### config.mk
export PLATFORM = sky130hd
export DESIGN_NAME = bitbr_unit
export DESIGN_NICKNAME = d
export VERILOG_FILES = /design/src/rtl/bitbr_pkg.sv /design/src/rtl/bitbr_decode.sv /design/src/rtl/bitbr_test.sv /design/src/rtl/bitbr_target.sv /design/src/rtl/bitbr_slot.sv /design/src/rtl/bitbr_unit.sv
export SDC_FILE = /design/constraint.sdc
export NUM_CORES = 1
export LEC_CHECK = 0
export BUFFER_PORTS_ARGS = -buffer_cell sky130_fd_sc_hd__clkbuf_2
export CORE_MARGIN = 2
export CORE_UTILIZATION = 54
export CTS_BUF_LIST = sky130_fd_sc_hd__clkbuf_8 sky130_fd_sc_hd__clkbuf_16
export DETAILED_ROUTE_END_ITERATION = 8
export PLACE_DENSITY = 0.82
export SYNTH_ARGS = -nofsm -noshare
export SYNTH_HDL_FRONTEND = slang
export SYNTH_SLANG_ARGS = --single-unit
### constraint.sdc
create_clock -name clk -period 6.9 [get_ports clk]
set_input_delay 1.38 -clock clk [delete_from_list [all_inputs] [get_ports clk]]
set_output_delay 1.38 -clock clk [all_outputs]
set_load 0.005 [all_outputs]
### src/rtl/bitbr_pkg.sv
package bitbr_pkg;
  localparam int XLEN  = 64;
  localparam int ILEN  = 32;
  localparam int POS_W = 6;
  localparam int OFF_W = 16;
  localparam int RS_W  = 5;

  typedef struct packed {
    logic             on_set;
    logic [POS_W-1:0] pos;
    logic [RS_W-1:0]  rs;
    logic [OFF_W-1:0] off;
  } bb_fields_t;

  function automatic logic [POS_W-1:0] bit_pos(input logic [ILEN-1:0] iw);
    return {iw[28], iw[20:16]};
  endfunction

  function automatic logic [XLEN-1:0] jump_addr(input logic [XLEN-1:0] pc,
                                               input logic [OFF_W-1:0] off);
    logic [XLEN-1:0] sx;
    sx = {{(XLEN-OFF_W){off[OFF_W-1]}}, off};
    return pc + XLEN'(4) + (sx << 2);
  endfunction

  function automatic logic [XLEN-1:0] fall_addr(input logic [XLEN-1:0] pc);
    return pc + XLEN'(8);
  endfunction
endpackage

### src/rtl/bitbr_decode.sv
module bitbr_decode
  import bitbr_pkg::*;
(
  input  logic            valid,
  input  logic [ILEN-1:0] iw,
  output logic            is_bb,
  output bb_fields_t      flds
);
  logic pat_hi, pat_lo;

  assign pat_hi = (iw[31:30] == 2'b11);
  assign pat_lo = (iw[27:26] == 2'b10);
  assign is_bb  = valid & pat_hi & pat_lo;

  always_comb begin
    flds.on_set = iw[29];
    flds.pos    = bit_pos(iw);
    flds.rs     = iw[25:21];
    flds.off    = iw[15:0];
  end
endmodule

### src/rtl/bitbr_test.sv
module bitbr_test
  import bitbr_pkg::*;
#(
  parameter int W = XLEN
) (
  input  logic [W-1:0]     opnd,
  input  logic [POS_W-1:0] pos,
  input  logic             on_set,
  output logic             cond
);
  logic sel_bit;

  generate
    if (W == (1 << POS_W)) begin : g_full
      assign sel_bit = opnd[pos];
    end else begin : g_part
      assign sel_bit = (int'(pos) < W) ? opnd[pos] : 1'b0;
    end
  endgenerate

  assign cond = on_set ? sel_bit : ~sel_bit;
endmodule

### src/rtl/bitbr_target.sv
module bitbr_target
  import bitbr_pkg::*;
(
  input  logic [XLEN-1:0]  pc,
  input  logic [OFF_W-1:0] off,
  input  logic             go,
  input  logic             resolve,
  output logic [XLEN-1:0]  nxt
);
  logic [XLEN-1:0] jmp, seq;

  assign jmp = jump_addr(pc, off);
  assign seq = fall_addr(pc);
  assign nxt = !resolve ? '0 : (go ? jmp : seq);
endmodule

### src/rtl/bitbr_slot.sv
module bitbr_slot (
  input  logic clk,
  input  logic rst,
  input  logic accept,
  input  logic arm,
  output logic slot_q
);
  always_ff @(posedge clk) begin
    if (rst)         slot_q <= 1'b0;
    else if (accept) slot_q <= arm;
  end


  slot_arm_chk: assert property (@(posedge clk) disable iff (rst)
    accept && arm |=> slot_q);

  slot_clear_chk: assert property (@(posedge clk) disable iff (rst)
    accept && !arm |=> !slot_q);

  slot_hold_chk: assert property (@(posedge clk) disable iff (rst)
    !accept |=> $stable(slot_q));

  reset_clr_chk: assert property (@(posedge clk)
    rst |=> !slot_q);
endmodule

### src/rtl/bitbr_unit.sv
module bitbr_unit
  import bitbr_pkg::*;
(
  input  logic            clk,
  input  logic            rst,
  input  logic            in_valid,
  input  logic [31:0]     instr,
  input  logic [63:0]     pc,
  input  logic [63:0]     src_val,
  output logic            hit,
  output logic [4:0]      src_idx,
  output logic            taken,
  output logic [63:0]     target,
  output logic            ri_trap
);
  bb_fields_t flds;
  logic       is_bb;
  logic       cond;
  logic       in_slot;
  logic       resolve;
  logic       arm_slot;

  bitbr_decode u_dec (
    .valid (in_valid),
    .iw    (instr),
    .is_bb (is_bb),
    .flds  (flds)
  );

  bitbr_test #(.W(XLEN)) u_tst (
    .opnd   (src_val),
    .pos    (flds.pos),
    .on_set (flds.on_set),
    .cond   (cond)
  );

  assign resolve  = is_bb & ~in_slot;
  assign arm_slot = resolve;

  bitbr_target u_tgt (
    .pc      (pc),
    .off     (flds.off),
    .go      (cond),
    .resolve (resolve),
    .nxt     (target)
  );

  bitbr_slot u_slot (
    .clk    (clk),
    .rst    (rst),
    .accept (in_valid),
    .arm    (arm_slot),
    .slot_q (in_slot)
  );

  assign hit     = is_bb;
  assign src_idx = flds.rs;
  assign taken   = resolve & cond;
  assign ri_trap = is_bb & in_slot;


  hit_valid_chk: assert property (@(posedge clk) disable iff (rst)
    hit |-> in_valid);

  trap_quiet_chk: assert property (@(posedge clk) disable iff (rst)
    ri_trap |-> !taken && target == '0);

  excl_chk: assert property (@(posedge clk) disable iff (rst)
    $onehot0({taken, ri_trap}));

  idle_quiet_chk: assert property (@(posedge clk) disable iff (rst)
    !hit |-> !taken && !ri_trap && target == '0);

  fall_addr_chk: assert property (@(posedge clk) disable iff (rst)
    hit && !ri_trap && !taken |-> target == pc + 64'd8);
endmodule

==> impl_results.md, run 1 <==
- CP endpoint kind: output pin
- Largest net degree at the start of global routing: 59
- Vias: about 8300
- Outcome: finished, final reports clean
- Layout cells sized above 1: about a quarter
- Die W: 118 um
- Yosys warning count: 0
- Pre-CTS setup slack: about 0.13 ns
- Congestion Overflow GR: 0
- Mapped cell area: approximately 7000 um2
- Top cells by area, synth: ha_1 22%, xnor2_1 7.1%, xor2_1 6.0%
- Arrival time of the worst setup path: roughly 5.2 ns
- DR DRC count: 0
- Post-synth ARST share: 0%
- Io pins: 235
- Post-route ant nets: 0
- Hold depth: 2
- Drt first-iter violations: 640
- Clock Latency Late Sink: 0 ns
- Sequential-to-total area share from yosys stat: 0.285%
- Synth area leader: ha_1
- Antenna violations before repair: 0
- 1st-pass router iterations: 5
- Core box area: 12700 um2
- Worst slew margin: 29.4%
- Commonest non-fill, non-tap cells in the layout: 223 x clkbuf_2, 122 x ha_1, 93 x nor2_1, 80 x a21oi_1, 79 x nand2_1
- Post-synth EDFFs: 0
- Area after DPL: 8310 um2
- Endpoints failing setup: 0
- Critical Path Start Type: input pin
- Min-Delay Startpoint: u_slot.slot_q$_SDFFE_PP0P_
- Critical path peak fanout: 21
- Worst setup path class: in2out
- Vias/cell: 6.16
- Peak supply drop: 0.0000563 V
- HP Class: reg2reg
- Largest regs: u_slot.slot_q (1)
- Die area: around 14000 um2
- Layout area overhead: 18.6%
- R2R Path Start: u_slot.slot_q$_SDFFE_PP0P_
- Hold EP: u_slot.slot_q$_SDFFE_PP0P_
- Detailed-route wire length: 23.6 mm
- Layout Utilization: 65.7%
- Final min period: approximately 6.6 ns
- Most common cell after layout, fill and taps aside: clkbuf_2
- R2r setup slk: 5.38 ns
- Vias in the first global route: 7835
- First-pass GRT wire length: between 30 and 40 mm
- Final Hold Vio Count: 0
- Max Slew Vio Count: 0
- Reg clk slew, reported paths: 0 ns
- Std cell rows: 41
- Tot Pwr: 0.784 mW
- Post-CTS Repair Setup Buffers: 0
- Final-stage net count: 1459
- Max FFs per register: 1
- Total GRT Usage: about 32%
- F_max: 151 MHz
- Syn_nets: around 1300
- Worst reg2reg path depth: 2
- # hold bufs at CTS: 0
- Post-DR wirelength/cell: approximately 18 um
- RSZ-0062 raised after global routing: no
- Setup ws final: 0.278 ns
- Final Skew: 0 ns
- Antenna Cells: 0
- Tcrit/Tclk final: 96.0%
- Power Dens Cells: 94.2 nW/um2
- DP HPWL: 20.2 mm
- Post-synth top area share: 21.8%
- Starting Density: between 50% and 60%
- Reg-to-Reg End: u_slot.slot_q$_SDFFE_PP0P_
- Synth Register Bits: 1
- Measured slew at the worst slew-check pin: approximately 1.1 ns
- Setup TNS: 0 ns
- GPL Wtd Cong: 0.992
- PortBufs: 224
- Synth Instances: 973
- Main flop type after synthesis: dfxtp_1
- Max-cap viol count: 0
- Synth Area per Inst: between 7 and 8 um2
- Critical Path RT: around 5.5 ns
- Biggest register: u_slot.slot_q
- Die height: 118 um
- Post-cts resize count: 0
- LEAKAGE: 4.01 nW
- Finished Cell Area: 8330 um2
- Post-synth cell types: 74
synth_stat cells, types with 25 or more instances:
cell	number
a211oi_1	38
a21o_1	31
a21oi_1	80
ha_1	122
inv_1	25
nand2_1	79
nand3_1	48
nand4_1	29
nor2_1	93
o21ai_0	53
xnor2_1	57
xor2_1	48
per-stage QoR:
step | hold slack (ns) | instances
2_1_floorplan | 0.460 | 973
3_3_place_gp | 0.503 | 1343
3_5_place_dp | 0.504 | 1343
4_1_cts | 0.504 | 1343
5_1_grt | 0.547 | 1343
6_report | 0.511 | 1343
kinds of logic (layout without fill, tap and decap cells):
logic type / after synthesis / in the layout / synth area share [%]
adders and majority gates: 123 / 123 / 22.0
xor gates and xnor gates: 106 / 106 / 13.3
muxes: 29 / 29 / 7.40
DFF: 1 / 1 / 0.285
and+or+nand+nor: 342 / 342 / 23.7
AOI/OAI and AO/OA: 292 / 292 / 28.0
buffers and inverters: 80 / 278 / 5.31
layer usage:
layer	up-vias	global-route usage (%)	wire length, um
met4	0	10.7	907
met3	52	2.96	1440
met1	3826	40.1	9790
met5	-	0	0
met2	341	58.8	11500
li1	4053	-	-
critical path, cell delays in order:
cell,delay [ns]
clkbuf_4,0.24
ha_1,0.34
ha_1,0.40
nand4_1,0.19
or3_1,0.41
or4_1,0.41
o211a_1,0.29
o31ai_4,0.35
a41oi_4,0.20
o31ai_1,0.28
mux2_1,0.37
nor3_1,0.21
clkbuf_2,0.16
layout make-up:
cell class	instances	area, um2
Inverter	25	93.8
Tap cell	172	215
Timing Repair Buffer	253	1350
Fill cell	1210	4340
Multi-Input combinational cell	892	6650
Sequential cell	1	20.0
power by group:
part           switching (mW)  internal, mW
logic                   0.453         0.326
clock network               0             0
registers           0.0000997       0.00599
how the worst max path moves through the flow:
stage	startpoint	cells past startpoint	slack (ns)	end
2_1_floorplan	instr[15]	12	1.06	target[57]
3_3_place_gp	instr[15]	13	0.27	target[57]
3_5_place_dp	instr[15]	15	0.13	target[60]
4_1_cts	instr[15]	15	0.11	target[60]
5_1_grt	instr[15]	15	0.06	target[60]
6_report	instr[15]	13	0.28	target[57]
Power figures use the tool's default switching activity.
==> inputs of run 2 (changes only) <==
--- a/config.mk
+++ b/config.mk
@@ -5,12 +5,13 @@
 export SDC_FILE = /design/constraint.sdc
 export NUM_CORES = 1
 export LEC_CHECK = 0
-export BUFFER_PORTS_ARGS = -buffer_cell sky130_fd_sc_hd__clkbuf_2
+export BUFFER_PORTS_ARGS = -buffer_cell sky130_fd_sc_hd__buf_2
 export CORE_MARGIN = 2
 export CORE_UTILIZATION = 54
 export CTS_BUF_LIST = sky130_fd_sc_hd__clkbuf_8 sky130_fd_sc_hd__clkbuf_16
 export DETAILED_ROUTE_END_ITERATION = 8
-export PLACE_DENSITY = 0.82
+export PLACE_DENSITY = 0.81
 export SYNTH_ARGS = -nofsm -noshare
 export SYNTH_HDL_FRONTEND = slang
+export SYNTH_HIERARCHICAL = 1
 export SYNTH_SLANG_ARGS = --single-unit
==> impl_results.md, run 2 <==
- Sequential-to-total area share from yosys stat: 0.270% (-0.015 points)
- Post-CTS Repair Setup Buffers: 0 (unchanged)
- LEAKAGE: 4.10 nW (+2.2%)
- Outcome: finished, final reports clean
- Core box area: 13300 um2 (+5.3%)
- R2R Path Start: u_slot/slot_q$_SDFFE_PP0P_
- Commonest non-fill, non-tap cells in the layout: 224 x buf_2, 122 x ha_1, 98 x a21oi_1, 93 x nand2_1, 91 x nor2_1
- GPL Wtd Cong: 1.03 (+3.6%)
- First-pass GRT wire length: 38.6 mm (+1.3%)
- Count leader, synth: ha_1
- Post-synth ARST share: 0% (unchanged)
- Max FFs per register: 1 (unchanged)
- Pre-CTS setup slack: 0.668 ns (+0.538 ns)
- Area of the multi-input gates: 6790 um2 (+2.1%)
- Reg-to-Reg End: u_slot/slot_q$_SDFFE_PP0P_
- CP endpoint kind: output pin
- DP HPWL: 20.3 mm (+0.15%)
- Critical Path Start Type: input pin
- Std cell rows: 42 (+2.4%)
- Largest net degree at the start of global routing: 76 (+29%)
- Sequential share of power: 0.8% (about the same)
- Vias in the first global route: 8208 (+4.8%)
- Post-cts resize count: 0 (unchanged)
- Critical Path RT: 5.52 ns (about the same)
- Setup ws final: 0.558 ns (+0.281 ns)
- Main flop type after synthesis: dfxtp_1
- Post-synth EDFFs: 0 (unchanged)
- PortBufs: 224 (unchanged)
- Starting Density: 55.6% (+0.19 points)
- Combinational Power Share: 99.2% (about the same)
- Total GRT Usage: 31.8% (-0.67 points)
- Congestion Overflow GR: 0 (unchanged)
- Peak supply drop: 0.0000608 V (+8.0%)
- Die height: 121 um (+2.7%)
- Biggest register: u_slot/slot_q
- R2r setup slk: 5.67 ns (+0.29 ns)
- Antenna Cells: 0 (unchanged)
- Setup TNS: 0 ns (unchanged)
- Vias/cell: 6.35 (+3.1%)
- 1st-pass router iterations: 7 (+2)
- Top cells by area, synth: ha_1 21%, xnor2_1 7.8%, a21oi_1 6.6%
- Max-cap viol count: 0 (unchanged)
- Detailed-route wire length: 24.4 mm (+3.1%)
- Yosys warning count: 6 (+6)
- Final Skew: 0 ns (unchanged)
- RSZ-0062 raised after global routing: no
- Commonest cells in the netlist: 122 x ha_1, 98 x a21oi_1, 93 x nand2_1
- Post-route ant nets: 0 (unchanged)
- Measured slew at the worst slew-check pin: 0.804 ns (-0.255 ns)
- Power Dens Cells: 89.1 nW/um2 (-5.4%)
- Synth Register Bits: 1 (unchanged)
- Final Hold Vio Count: 0 (unchanged)
- F_max: 158 MHz (+4.4%)
- Final min period: 6.34 ns (-0.281 ns)
- Post-synth top area share: 20.6% (-1.2 points)
- Synth Instances: 1070 (+10%)
- Final-stage net count: 1507 (+3.3%)
- Max Slew Vio Count: 0 (unchanged)
- FF/Latch Area: 20.0 um2 (unchanged)
- Psw: 0.453 mW (about the same)
- Reg clk slew, reported paths: 0 ns (unchanged)
- Critical path peak fanout: 25 (+19%)
- Mapped cell area: 7420 um2 (+5.7%)
- Post-DR wirelength/cell: 17.5 um (-0.70%)
- Final Non-Filler Cells: 1395 (+3.9%)
- Antenna violations before repair: 0 (unchanged)
- Clock network fraction of total power: 0% (unchanged)
- Post-synth cell types: 82 (+11%)
- Worst slew margin: 46.4% (+17 points)
- DR DRC count: 0 (unchanged)
- Worst setup path class: in2out
- Die W: 121 um (+2.7%)
- Largest regs: u_slot/slot_q (1)
- HP Class: reg2reg
- Sw Share: 60.7% (+3.0 points)
- Placed cell count: 1395 (+3.9%)
- Endpoints failing setup: 0 (unchanged)
- Synth Area per Inst: 6.93 um2 (-3.9%)
- Most common cell after layout, fill and taps aside: buf_2
- Hold EP: u_slot/slot_q$_SDFFE_PP0P_
- Vias: 8858 (+7.1%)
- Int Pwr: 0.293 mW (-12%)
- Arrival time of the worst setup path: 4.96 ns (-0.28 ns)
- Layout area overhead: 12.8%
- Drt first-iter violations: 896 (+40%)
- Layout fillers: 1297 (+7.2%)
- Clock Latency Late Sink: 0 ns (unchanged)
- Min-Delay Startpoint: u_slot/slot_q$_SDFFE_PP0P_
- Hold depth: 2 (unchanged)
- # hold bufs at CTS: 0 (unchanged)
- Io pins: 235 (unchanged)
- Synth area leader: ha_1
- Worst reg2reg path depth: 3 (+1)
- Die area: 14700 um2 (+5.5%)
- Tcrit/Tclk final: 91.9% (-4.1 points)
- Layout cells sized above 1: 22.4% (-2.6 points)
- Syn_nets: 1356 (+7.7%)
run 2: per-stage QoR:
step	area [um2]	power [mW]	util, %	hold WS, ns
2_1_floorplan	7420	0.539	-	0.481
3_3_place_gp	8370	0.719	62.7	0.512
3_5_place_dp	8370	0.725	62.7	0.523
4_1_cts	8370	0.730	62.7	0.521
5_1_grt	8370	0.820	62.7	0.557
6_report	8370	0.746	62.7	0.524
run 2: worst max path at each step:
stage                    from         end  slack [ns]
floorplan           instr[15]  target[60]        1.20
global placement    instr[15]  target[63]        0.73
detailed placement  instr[15]  target[63]        0.67
CTS                 instr[15]  target[63]        0.63
global route        instr[15]  target[63]        0.29
finish              instr[15]  target[63]        0.56
run 2: logic make-up after synthesis:
group           after synthesis  synth area share [%]
compound gates              316                  28.1
fa+ha+maj                   123                  20.8
simple gates                376                  25.4
xor+xnor                    103                  12.2
flops                         1                 0.270
mux                          31                  4.94
buf+inv                     120                  8.32
run 2: layout make-up:
class                           count  area share, %
Inverter                           35           1.57
Multi-Input combinational cell    949           81.1
Sequential cell                     1          0.239
Tap cell                          176           2.63
Timing Repair Buffer              234           14.4
run 2: critical path: stages:
cell and delay, ns:
buf_2 0.12, buf_12 0.16, ha_1 0.29, ha_1 0.41, nand4_1 0.27, nor3_1 0.07
a211oi_1 0.40, nand3_1 0.13, a21oi_1 0.45, o21ai_1 0.34, a2111oi_0 0.42, nand3b_1 0.19
mux2i_1 0.18, buf_2 0.12
run 2: per-layer routing:
metal  routed length [um]  share of wire (%)  track usage [%]  vias up
met4                  865                3.5             10.6        0
met3                 2130                8.7             2.63       67
li1                     -                  -                -     4278
met2                11000                 45             54.5      525
met5                    0                  0                0        -
met1                10300                 42             41.8     3988
run 2: power groups by stage:
stage | Clock, mW | Sequential (mW) | Combinational (mW)
after floorplan | 0 | 0.00598 | 0.534
after detailed placement | 0 | 0.00599 | 0.719
after global placement | 0 | 0.00599 | 0.713
after global routing | 0 | 0.00600 | 0.814
final | 0 | 0.00599 | 0.740
after CTS | 0 | 0.00599 | 0.724
==> inputs of run 3 (changes only) <==
==> constraint.sdc (replaced) <==
create_clock -name clk -period 6.9 [get_ports clk]
set_input_delay 1.38 -clock clk [delete_from_list [all_inputs] [get_ports clk]]
set_output_delay 1.38 -clock clk [all_outputs]
set_load 0.01 [all_outputs]
==> impl_results.md, run 3 (synthesis results as in run 2) <==
- Max FFs per register: 1 (unchanged)
- Critical Path RT: 5.52 ns (about the same)
- RSZ-0062 raised after global routing: no
- Commonest non-fill, non-tap cells in the layout: 224 x buf_2, 122 x ha_1, 98 x a21oi_1, 93 x nand2_1, 91 x nor2_1
- Measured slew at the worst slew-check pin: 0.729 ns (-0.0748 ns)
- Layout area overhead: 13.1%
- Congestion Overflow GR: 0 (unchanged)
- Worst setup path class: in2out
- Total GRT Usage: 31.3% (-0.49 points)
- Vias: 8703 (-1.7%)
- Tot Pwr: 0.746 mW (about the same)
- Detailed-route wire length: 24.1 mm (-0.94%)
- Finished Cell Area: 8390 um2 (+0.21%)
- Clock Latency Late Sink: 0 ns (unchanged)
- CP endpoint kind: output pin
- Int Pwr: 0.294 mW (+0.27%)
- Crit-path cells: buf_2 > ha_1 > ha_1 > nand4_1 > nor3_1 > a211oi_1 > nand3_1 > a21oi_1 > o21ai_1 > a2111oi_0 > nand3b_1 > mux2i_1 > buf_2
- Post-CTS Repair Setup Buffers: 0 (unchanged)
- Outcome: finished, final reports clean
- Final Hold Vio Count: 0 (unchanged)
- First-pass GRT wire length: 37.8 mm (-2.3%)
- Endpoints failing setup: 0 (unchanged)
- Layout fillers: 1324 (+2.1%)
- Core box area: 13300 um2 (unchanged)
- Critical-path top delay cell: a21oi_1
- DR DRC count: 0 (unchanged)
- GPL Wtd Cong: 1.00 (-2.3%)
- Worst slew margin: 50.2% (+3.8 points)
- Critical Path Start Type: input pin
- HP Class: reg2reg
- Antenna violations before repair: 0 (unchanged)
- Antenna Cells: 0 (unchanged)
- Post-route ant nets: 0 (unchanged)
- Peak supply drop: 0.0000784 V (+29%)
- Vias in the first global route: 7795 (-5.0%)
- Clock network fraction of total power: 0% (unchanged)
- 1st-pass router iterations: 5 (-2)
- Final Skew: 0 ns (unchanged)
- Max Slew Vio Count: 0 (unchanged)
- Most common cell after layout, fill and taps aside: buf_2
- PortBufs: 224 (unchanged)
- Psw: 0.452 mW (-0.11%)
- Die height: 121 um (unchanged)
- Final min period: 6.59 ns (+0.245 ns)
- Io pins: 235 (unchanged)
- Reg clk slew, reported paths: 0 ns (unchanged)
- Arrival time of the worst setup path: 5.21 ns (+0.25 ns)
- Tcrit/Tclk final: 95.5% (+3.6 points)
- Setup TNS: 0 ns (unchanged)
- Die area: 14700 um2 (unchanged)
- DP HPWL: 20.2 mm (-0.26%)
- Post-cts resize count: 0 (unchanged)
- Die W: 121 um (unchanged)
- Max-cap viol count: 0 (unchanged)
- Starting Density: 55.6% (unchanged)
- Post-DR wirelength/cell: 17.3 um (-1.2%)
- Largest regs: u_slot/slot_q (1)
- Drt first-iter violations: 811 (-9.5%)
- Layout cells sized above 1: 22.6% (+0.25 points)
- # hold bufs at CTS: 0 (unchanged)
- Area after DPL: 8390 um2 (+0.21%)
- Layout Utilization: 62.8% (+0.13 points)
- LEAKAGE: 4.11 nW (+0.39%)
- Std cell rows: 42 (unchanged)
- Sw Share: 60.6% (-0.090 points)
- Largest net degree at the start of global routing: 46 (-39%)
- Vias/cell: 6.22 (-2.0%)
- Sequential share of power: 0.8% (about the same)
- Critical path peak fanout: 19 (-24%)
- Power Dens Cells: 89.0 nW/um2 (-0.17%)
- Biggest register: u_slot/slot_q
- Slowest cell delay on critical path: 0.48 ns (+0.03 ns)
- F_max: 152 MHz (-3.7%)
- Combinational Power Share: 99.2% (about the same)
- Final-stage net count: 1511 (+0.27%)
-- run 3: changes by cell type in the layout (fill, tap and decap cells not counted) --
cell / change
buf_4: +5
buf_12: -1
-- run 3: routing by layer --
layer	GRT usage, %	wire length, um
met1	41.9	10500
met2	53.8	11100
met3	3.10	1920
met4	7.40	670
met5	0	0
-- run 3: final cells by class --
| cell class | instances | area, um2 | share of cell area [%] |
|---|---|---|---|
| sequential | 1 | 20.0 | 0.239 |
| timing repair buffer | 238 | 1230 | 14.6 |
| inverter | 35 | 131 | 1.57 |
| multi-input combinational | 949 | 6790 | 80.9 |
| tap | 176 | 220 | 2.63 |
-- run 3: per-stage QoR --
step / hold slack [ns] / std cells / worst slack, ns
6_report: 0.545 / 1399 / 0.313
5_1_grt: 0.592 / 1399 / 0.0830
3_5_place_dp: 0.546 / 1399 / 0.490
4_1_cts: 0.541 / 1399 / 0.454
2_1_floorplan: 0.481 / 1070 / 1.09
3_3_place_gp: 0.510 / 1399 / 0.609
-- run 3: path summary, 6_finish.rpt --
check / start / to / slack [ns] / cells past startpoint
setup / recovery: instr[15] / target[63] / 0.31 / 13
hold / removal: u_slot/slot_q$_SDFFE_PP0P_ / u_slot/slot_q$_SDFFE_PP0P_ / 0.54 / 2
setup reg to reg: u_slot/slot_q$_SDFFE_PP0P_ / u_slot/slot_q$_SDFFE_PP0P_ / 5.63 / 3
hold reg to reg: u_slot/slot_q$_SDFFE_PP0P_ / u_slot/slot_q$_SDFFE_PP0P_ / 0.54 / 2
-- run 3: power by group through the flow --
stage	sequential, mW	combinational [mW]	clock [mW]
final	0.00599	0.740	0
after global routing	0.00600	0.815	0
after CTS	0.00599	0.727	0
after detailed placement	0.00599	0.723	0
after global placement	0.00599	0.717	0
after floorplan	0.00598	0.537	0
-- run 3: worst max-delay path, delay by kind of cell --
kind,cells,cell delay (ns)
AOI/OAI and AO/OA,4,1.72
buffers and inverters,2,0.48
muxes,1,0.19
adders and majority gates,2,0.74
and+or+nand+nor,4,0.67
